`src/rtl/sprite_dma.sv`:
```
module sprite_dma #(
  parameter int          LEN        = 160,
  parameter int          START_WAIT = 8,
  parameter int          STEP_WAIT  = 4,
  parameter logic [15:0] MAX_BASE   = 16'hF100,
  localparam int IW = $clog2(LEN),
  localparam int CW = $clog2(LEN + 1),
  localparam int WM = (START_WAIT > STEP_WAIT) ? START_WAIT : STEP_WAIT,
  localparam int WW = $clog2(WM + 1)
) (
  input  logic          clk,
  input  logic          rst_n,
  input  logic          tick,
  input  logic          model_sel,
  input  logic          trig,
  input  logic [15:0]   trig_base,
  output logic          rd_en,
  output logic [15:0]   rd_addr,
  input  logic [7:0]    rd_data,
  output logic          wr_en,
  output logic [IW-1:0] wr_idx,
  output logic [7:0]    wr_data,
  output logic          busy,
  output logic [15:0]   lock_lo,
  output logic [15:0]   lock_hi
);
  logic [15:0]   src;
  logic [IW-1:0] dst;
  logic [CW-1:0] left;
  logic [WW-1:0] wcnt;
  logic          accept, move;

  assign accept  = trig && (trig_base <= MAX_BASE);
  assign busy    = (left != '0);
  assign move    = busy && tick && !accept && (wcnt == WW'(1));

  assign rd_en   = move;
  assign rd_addr = src;
  assign wr_en   = move;
  assign wr_idx  = dst;
  assign wr_data = rd_data;

  always_ff @(posedge clk) begin
    if (!rst_n) begin
      src  <= '0;
      dst  <= '0;
      left <= '0;
      wcnt <= '0;
    end else if (accept) begin
      src  <= trig_base;
      dst  <= '0;
      left <= CW'(LEN);
      wcnt <= WW'(START_WAIT);
    end else if (busy && tick) begin
      if (wcnt == WW'(1)) begin
        src  <= src + 16'd1;
        dst  <= dst + IW'(1);
        left <= left - CW'(1);
        wcnt <= WW'(STEP_WAIT);
      end else begin
        wcnt <= wcnt - WW'(1);
      end
    end
  end

  always_comb begin
    lock_lo = 16'hA000;
    lock_hi = model_sel ? 16'hC000 : 16'hFE00;
    if (src[15:13] == 3'd4) begin
      lock_lo = 16'h8000;
      lock_hi = 16'hA000;
    end else if (model_sel && src[15:13] == 3'd6) begin
      lock_lo = 16'hC000;
      lock_hi = 16'hFE00;
    end
  end
endmodule

```
`config.mk`:
```
export PLATFORM = sky130hd
export DESIGN_NAME = sprite_dma
export DESIGN_NICKNAME = d
export VERILOG_FILES = /design/src/rtl/sprite_dma.sv
export SDC_FILE = /design/constraint.sdc
export NUM_CORES = 1
export LEC_CHECK = 0
export ABC_AREA = 0
export BUFFER_PORTS_ARGS = -buffer_cell sky130_fd_sc_hd__buf_2
export CAP_MARGIN = 40
export CORE_MARGIN = 1.5
export CORE_UTILIZATION = 30
export CTS_BUF_LIST = sky130_fd_sc_hd__clkbuf_4
export CTS_CLUSTER_SIZE = 20
export DETAILED_ROUTE_END_ITERATION = 16
export HOLD_SLACK_MARGIN = 0.06
export PLACE_DENSITY = 0.6
export SLEW_MARGIN = 10
export SYNTH_ARGS = -nofsm -noshare
export SYNTH_HDL_FRONTEND = slang
export SYNTH_SLANG_ARGS = --single-unit
```
`constraint.sdc`:
```
create_clock -name clk -period 4.91 [get_ports clk]
set_clock_uncertainty 0.1 [all_clocks]
set_input_delay 0.982 -clock clk [delete_from_list [all_inputs] [get_ports clk]]
set_output_delay 0.982 -clock clk [all_outputs]
set_load 0.03 [all_outputs]
```
Word-level counts from Yosys, hierarchy flattened
Index checks and enable logic that the tools add are counted.

Flip-flop bits (word level): 36. Logic and storage cells: 41.

Add/subtract/negate cells: 4. Order comparisons: 1. Equal/unequal tests: 3. Muxes and demuxes: 14. Bitwise logic cells: 1. Reductions and logical operators: 12.

Operators by type and width (number): 16-bit 2-to-1 mux (3); 15-bit 2-to-1 mux (3); 14-bit 2-to-1 mux (2); 8-bit 2-to-1 mux (3); 16-bit by 1-bit adder with 16-bit output, second input constant (1); 16-bit less-or-equal comparator, second input constant (1); 4-bit 2-to-1 mux (3); 8-bit by 1-bit adder with 8-bit output, second input constant (1); 8-bit nonzero test (1); 8-bit by 1-bit subtractor with 8-bit output, second input constant (1); 3-bit == test, second input constant (2); 1-bit logical AND (5); 4-bit by 1-bit == test with 1-bit output, second input constant (1); 2-bit AND reduction (2); 2-bit nonzero test (2); 4-bit by 1-bit subtractor with 4-bit output, second input constant (1); 2-bit OR reduction (1); 1-bit zero test (1); 1-bit inverter (1).

Longest topological paths before layout
Word-level depth: 5. Depth in mapped cells: 8. Depth with buffers taken out: 6.

Worst setup path before layout
Ideal clock, no wire load.

Path type: input-to-output. Start: input trig_base[9]. End: output wr_en. Arrival: 2359 ps. Required time: 3828 ps. Setup slack: 1469 ps. Stages: 5. Path through: or4b_1 -> nand3b_4 -> buf_2 -> and3_1 -> buf_4.

Cells in the longest elaborated chain, start to end: 5.

RTL lines: from (decl) (line 16) `input logic [15:0] trig_base,`; 16-bit less-or-equal comparator (line 33) `assign accept = trig && (trig_base <= MAX_BASE);`; 1-bit logical AND (line 33); 1-bit zero test (line 35) `assign move = busy && tick && !accept && (wcnt == WW'(1));`; 1-bit logical AND (2 in a row) (line 35); to (decl) (line 20) `output logic wr_en,`.

Every way passes these cells.

Final worst setup path
Start: input tick. End: output rd_en.

Cells in the longest elaborated chain, start to end: 3.

RTL lines: from (decl) (line 13) `input logic tick,`; 1-bit logical AND (3 in a row) (line 35); to (decl) (line 17) `output logic rd_en,`.

Every way passes these cells.

==> impl_metrics.json <==
{
  "antenna_cells": 0,
  "finalWorstSetupSlack_ps": 1445,
  "end_kind": "output pin",
  "drcViolationCount": 0,
  "slew_viol_final": 0,
  "min_period_ps": 3465,
  "die_w_um": 91.93,
  "yosysWarnings": 0,
  "p_comb_share_pct": 24.1,
  "p_leak_nw": 1.015,
  "worst_ir_drop_vdd_mv": 0.1039,
  "finalHoldViolCount": 0,
  "ff2ff_path_depth": 5,
  "cts_tree": "yes",
  "antenna_found_initial": 0,
  "htreeDepth": 2,
  "grt_max_degree": 20,
  "layout_common_cells": "55 x buf_2, 36 x dfxtp_1, 24 x conb_1",
  "rsz0062_at_grt": "false",
  "slew_headroom_pct": 48.75,
  "worstPathArrival_ps": 2380,
  "synth_cell_types": 50,
  "cts_sinks": 36,
  "first_pass_iters": 4,
  "routed_wl_mm": 5.528,
  "startpoint_type": "input pin",
  "die_y_um": 91.93,
  "syn_avg_cell_area_sq_um": 8.412,
  "power.share.clock_pct": 26.5,
  "grt_pass1_wl_mm": 9.183,
  "max_cap_viol_count": 0,
  "setup_viol": 0,
  "path_cells": "buf_2 > nand4bb_1 > a21oi_2 > and3_1 > buf_2",
  "yosysSeqAreaShare_pct": 30.38,
  "synth-seq-cells": 36,
  "ios": 96,
  "cts_max_path_buffers": 2,
  "drive_gt1_share_pct": 23.20,
  "postPlaceCellArea_sq_mm": 0.002512,
  "insertion_delay_ps": 360,
  "grt_pass1_vias": 1976,
  "cellInternalPower_mw": 0.4202,
  "final_cell_area_sq_mm": 0.002574,
  "crit_path_frequent_cell": "buf_2",
  "critPathBufInv": 2,
  "cp_num_cells": 5,
  "netlist_area_sq_mm": 0.002372,
  "grt_util_all_layers_pct": 13.50,
  "utilization_pct": 33.48,
  "dp_hpwl_mm": 4.017,
  "ctsResizeCount": 0,
  "cp_slowest_cell": "a21oi_2",
  "switchingPower_mw": 0.2381,
  "num_vias": 2146,
  "dieArea_sq_mm": 0.008450,
  "timing.setup.tns_ps": 0,
  "hold_depth": 2,
  "synth_top_flop_cell": "dfxtp_1",
  "cpPeakStageDelay_ps": 500,
  "hold_path_class": "flip-flop to flip-flop",
  "status": "finished clean",
  "power.density_mw_per_mm2": 255.7,
  "clkSlewWorstSetupHoldPaths_ps": 100,
  "cts_post_setup_buffers_inserted": 0,
  "grt.overflow.total": 0,
  "area_growth_pct": 8.492,
  "clock-root-buffer": "clkbuf_4",
  "crit_fanout": 8,
  "critical_path_required_ps": 3830,
  "coreArea_sq_mm": 0.007687,
  "dp_slack_ps": 1412,
  "nNetsFinal": 352,
  "worstMarginPinSlew_ps": 768.8,
  "setup.worst_path.class": "input pin to output pin",
  "swShare_pct": 36.17,
  "synth_edf_count": 0,
  "path_delay_family": "simple AND/OR/NAND/NOR gates",
  "fmax_ghz": 0.2886,
  "final_common_cell": "buf_2",
  "pwr-share-seq_pct": 49.4,
  "synthArstFlopShare_pct": 0,
  "place.gp.congestion": 0.8027,
  "initial_core_util_pct": 30.86,
  "port_buffers": 55,
  "drtIter0Drc": 92,
  "routedWlPerCell_um": 13.13,
  "via_per_inst": 5.097,
  "hold_ws_ps": 418.5,
  "post-route-period-util_pct": 70.58,
  "ant_nets": 0,
  "cts_buffers": 5,
  "rows": 32,
  "holdBufCountCts": 0,
  "syn_inst": 282
}
power groups by stage:
| stage | combinational (mW) | sequential, mW | clock (mW) |
|---|---|---|---|
| detailed placement | 0.159 | 0.331 | 0 |
| global placement | 0.157 | 0.331 | 0 |
| CTS | 0.159 | 0.325 | 0.178 |
| floorplan | 0.131 | 0.348 | 0 |
| finish | 0.159 | 0.325 | 0.175 |
| global route | 0.173 | 0.328 | 0.196 |
per-stage QoR:
| stage | power, mW | instances |
|---|---|---|
| 3_5_place_dp | 0.4898 | 413 |
| 2_1_floorplan | 0.4788 | 304 |
| 6_report | 0.6582 | 421 |
| 4_1_cts | 0.6616 | 421 |
| 3_3_place_gp | 0.4880 | 413 |
| 5_1_grt | 0.6966 | 421 |
worst register-to-register path, stage by stage (launching register included):
cell	delay [ps]
dfxtp_1	410
ha_1	260
nand4bb_1	350
a211o_1	570
or4_1	530
a311oi_1	260
cells in the mapped netlist (2+ instances only):
cell	instances	area (sq um)
xnor2_1	11	96.34
dfxtp_1	36	720.7
ha_1	5	62.56
nand3_1	12	60.06
buf_2	6	30.03
a211oi_1	8	60.06
nand2b_1	3	18.77
buf_6	3	33.78
a21oi_1	16	80.08
or4_1	9	67.56
o211ai_1	4	30.03
nand4_1	6	37.54
nand2_1	8	30.03
conb_1	2	7.510
a311oi_1	9	78.83
a31oi_1	5	31.28
or2_2	2	12.51
buf_4	38	285.3
or3_1	3	18.77
mux2i_1	4	40.04
nor3_1	4	20.02
inv_1	14	52.55
clkbuf_1	3	11.26
xor2_1	5	43.79
o31ai_1	8	60.06
o21ai_0	6	30.03
nor4_1	3	18.77
o2111ai_1	2	17.52
nor2_1	22	82.58
a2111oi_0	4	35.03
and3_1	2	12.51
logic make-up (layout without fill, tap and decap cells):
logic type / Yosys count / count (layout) / synth area share (%)
xor gates and xnor gates: 16 / 16 / 5.907
muxes: 4 / 4 / 1.688
other: 2 / 24 / 0.3166
buffers and inverters: 64 / 79 / 17.40
AOI/OAI and AO/OA: 71 / 71 / 21.26
adders and majority gates: 5 / 5 / 2.637
DFF: 36 / 36 / 30.38
and+or+nand+nor: 84 / 84 / 20.41
per-layer routing:
layer | GRT usage (%) | part of all wire (%) | up-vias
li1 | - | - | 1050
met1 | 18.40 | 47 | 1022
met2 | 20.80 | 44 | 69
met3 | 3.897 | 7.2 | 5
met4 | 3.462 | 0.98 | 0
met5 | 0 | 0 | -
final timing paths:
path / to / slack [ps] / startpoint
worst min register to register: wcnt[1] / 420 / wcnt[1]
worst min-delay path: wcnt[1] / 420 / wcnt[1]
worst max register to register: rd_addr[11] / 2380 / wcnt[0]
worst max-delay path: rd_en / 1440 / tick
cell type report:
type                            instances  area, sq um
Sequential cell                        36        720.7
Inverter                               14        52.55
Clock inverter                          1        8.758
Multi-Input combinational cell        204         1321
Tap cell                              102        127.6
Fill cell                             836         5114
Timing Repair Buffer                   57        290.3
Clock buffer                            7        52.55
state kept, by name (all words and copies together), names as in the netlist:
signal,flops
left,8
wcnt,4
wr_idx,8
rd_addr,16
Power figures use the tool's default switching activity.
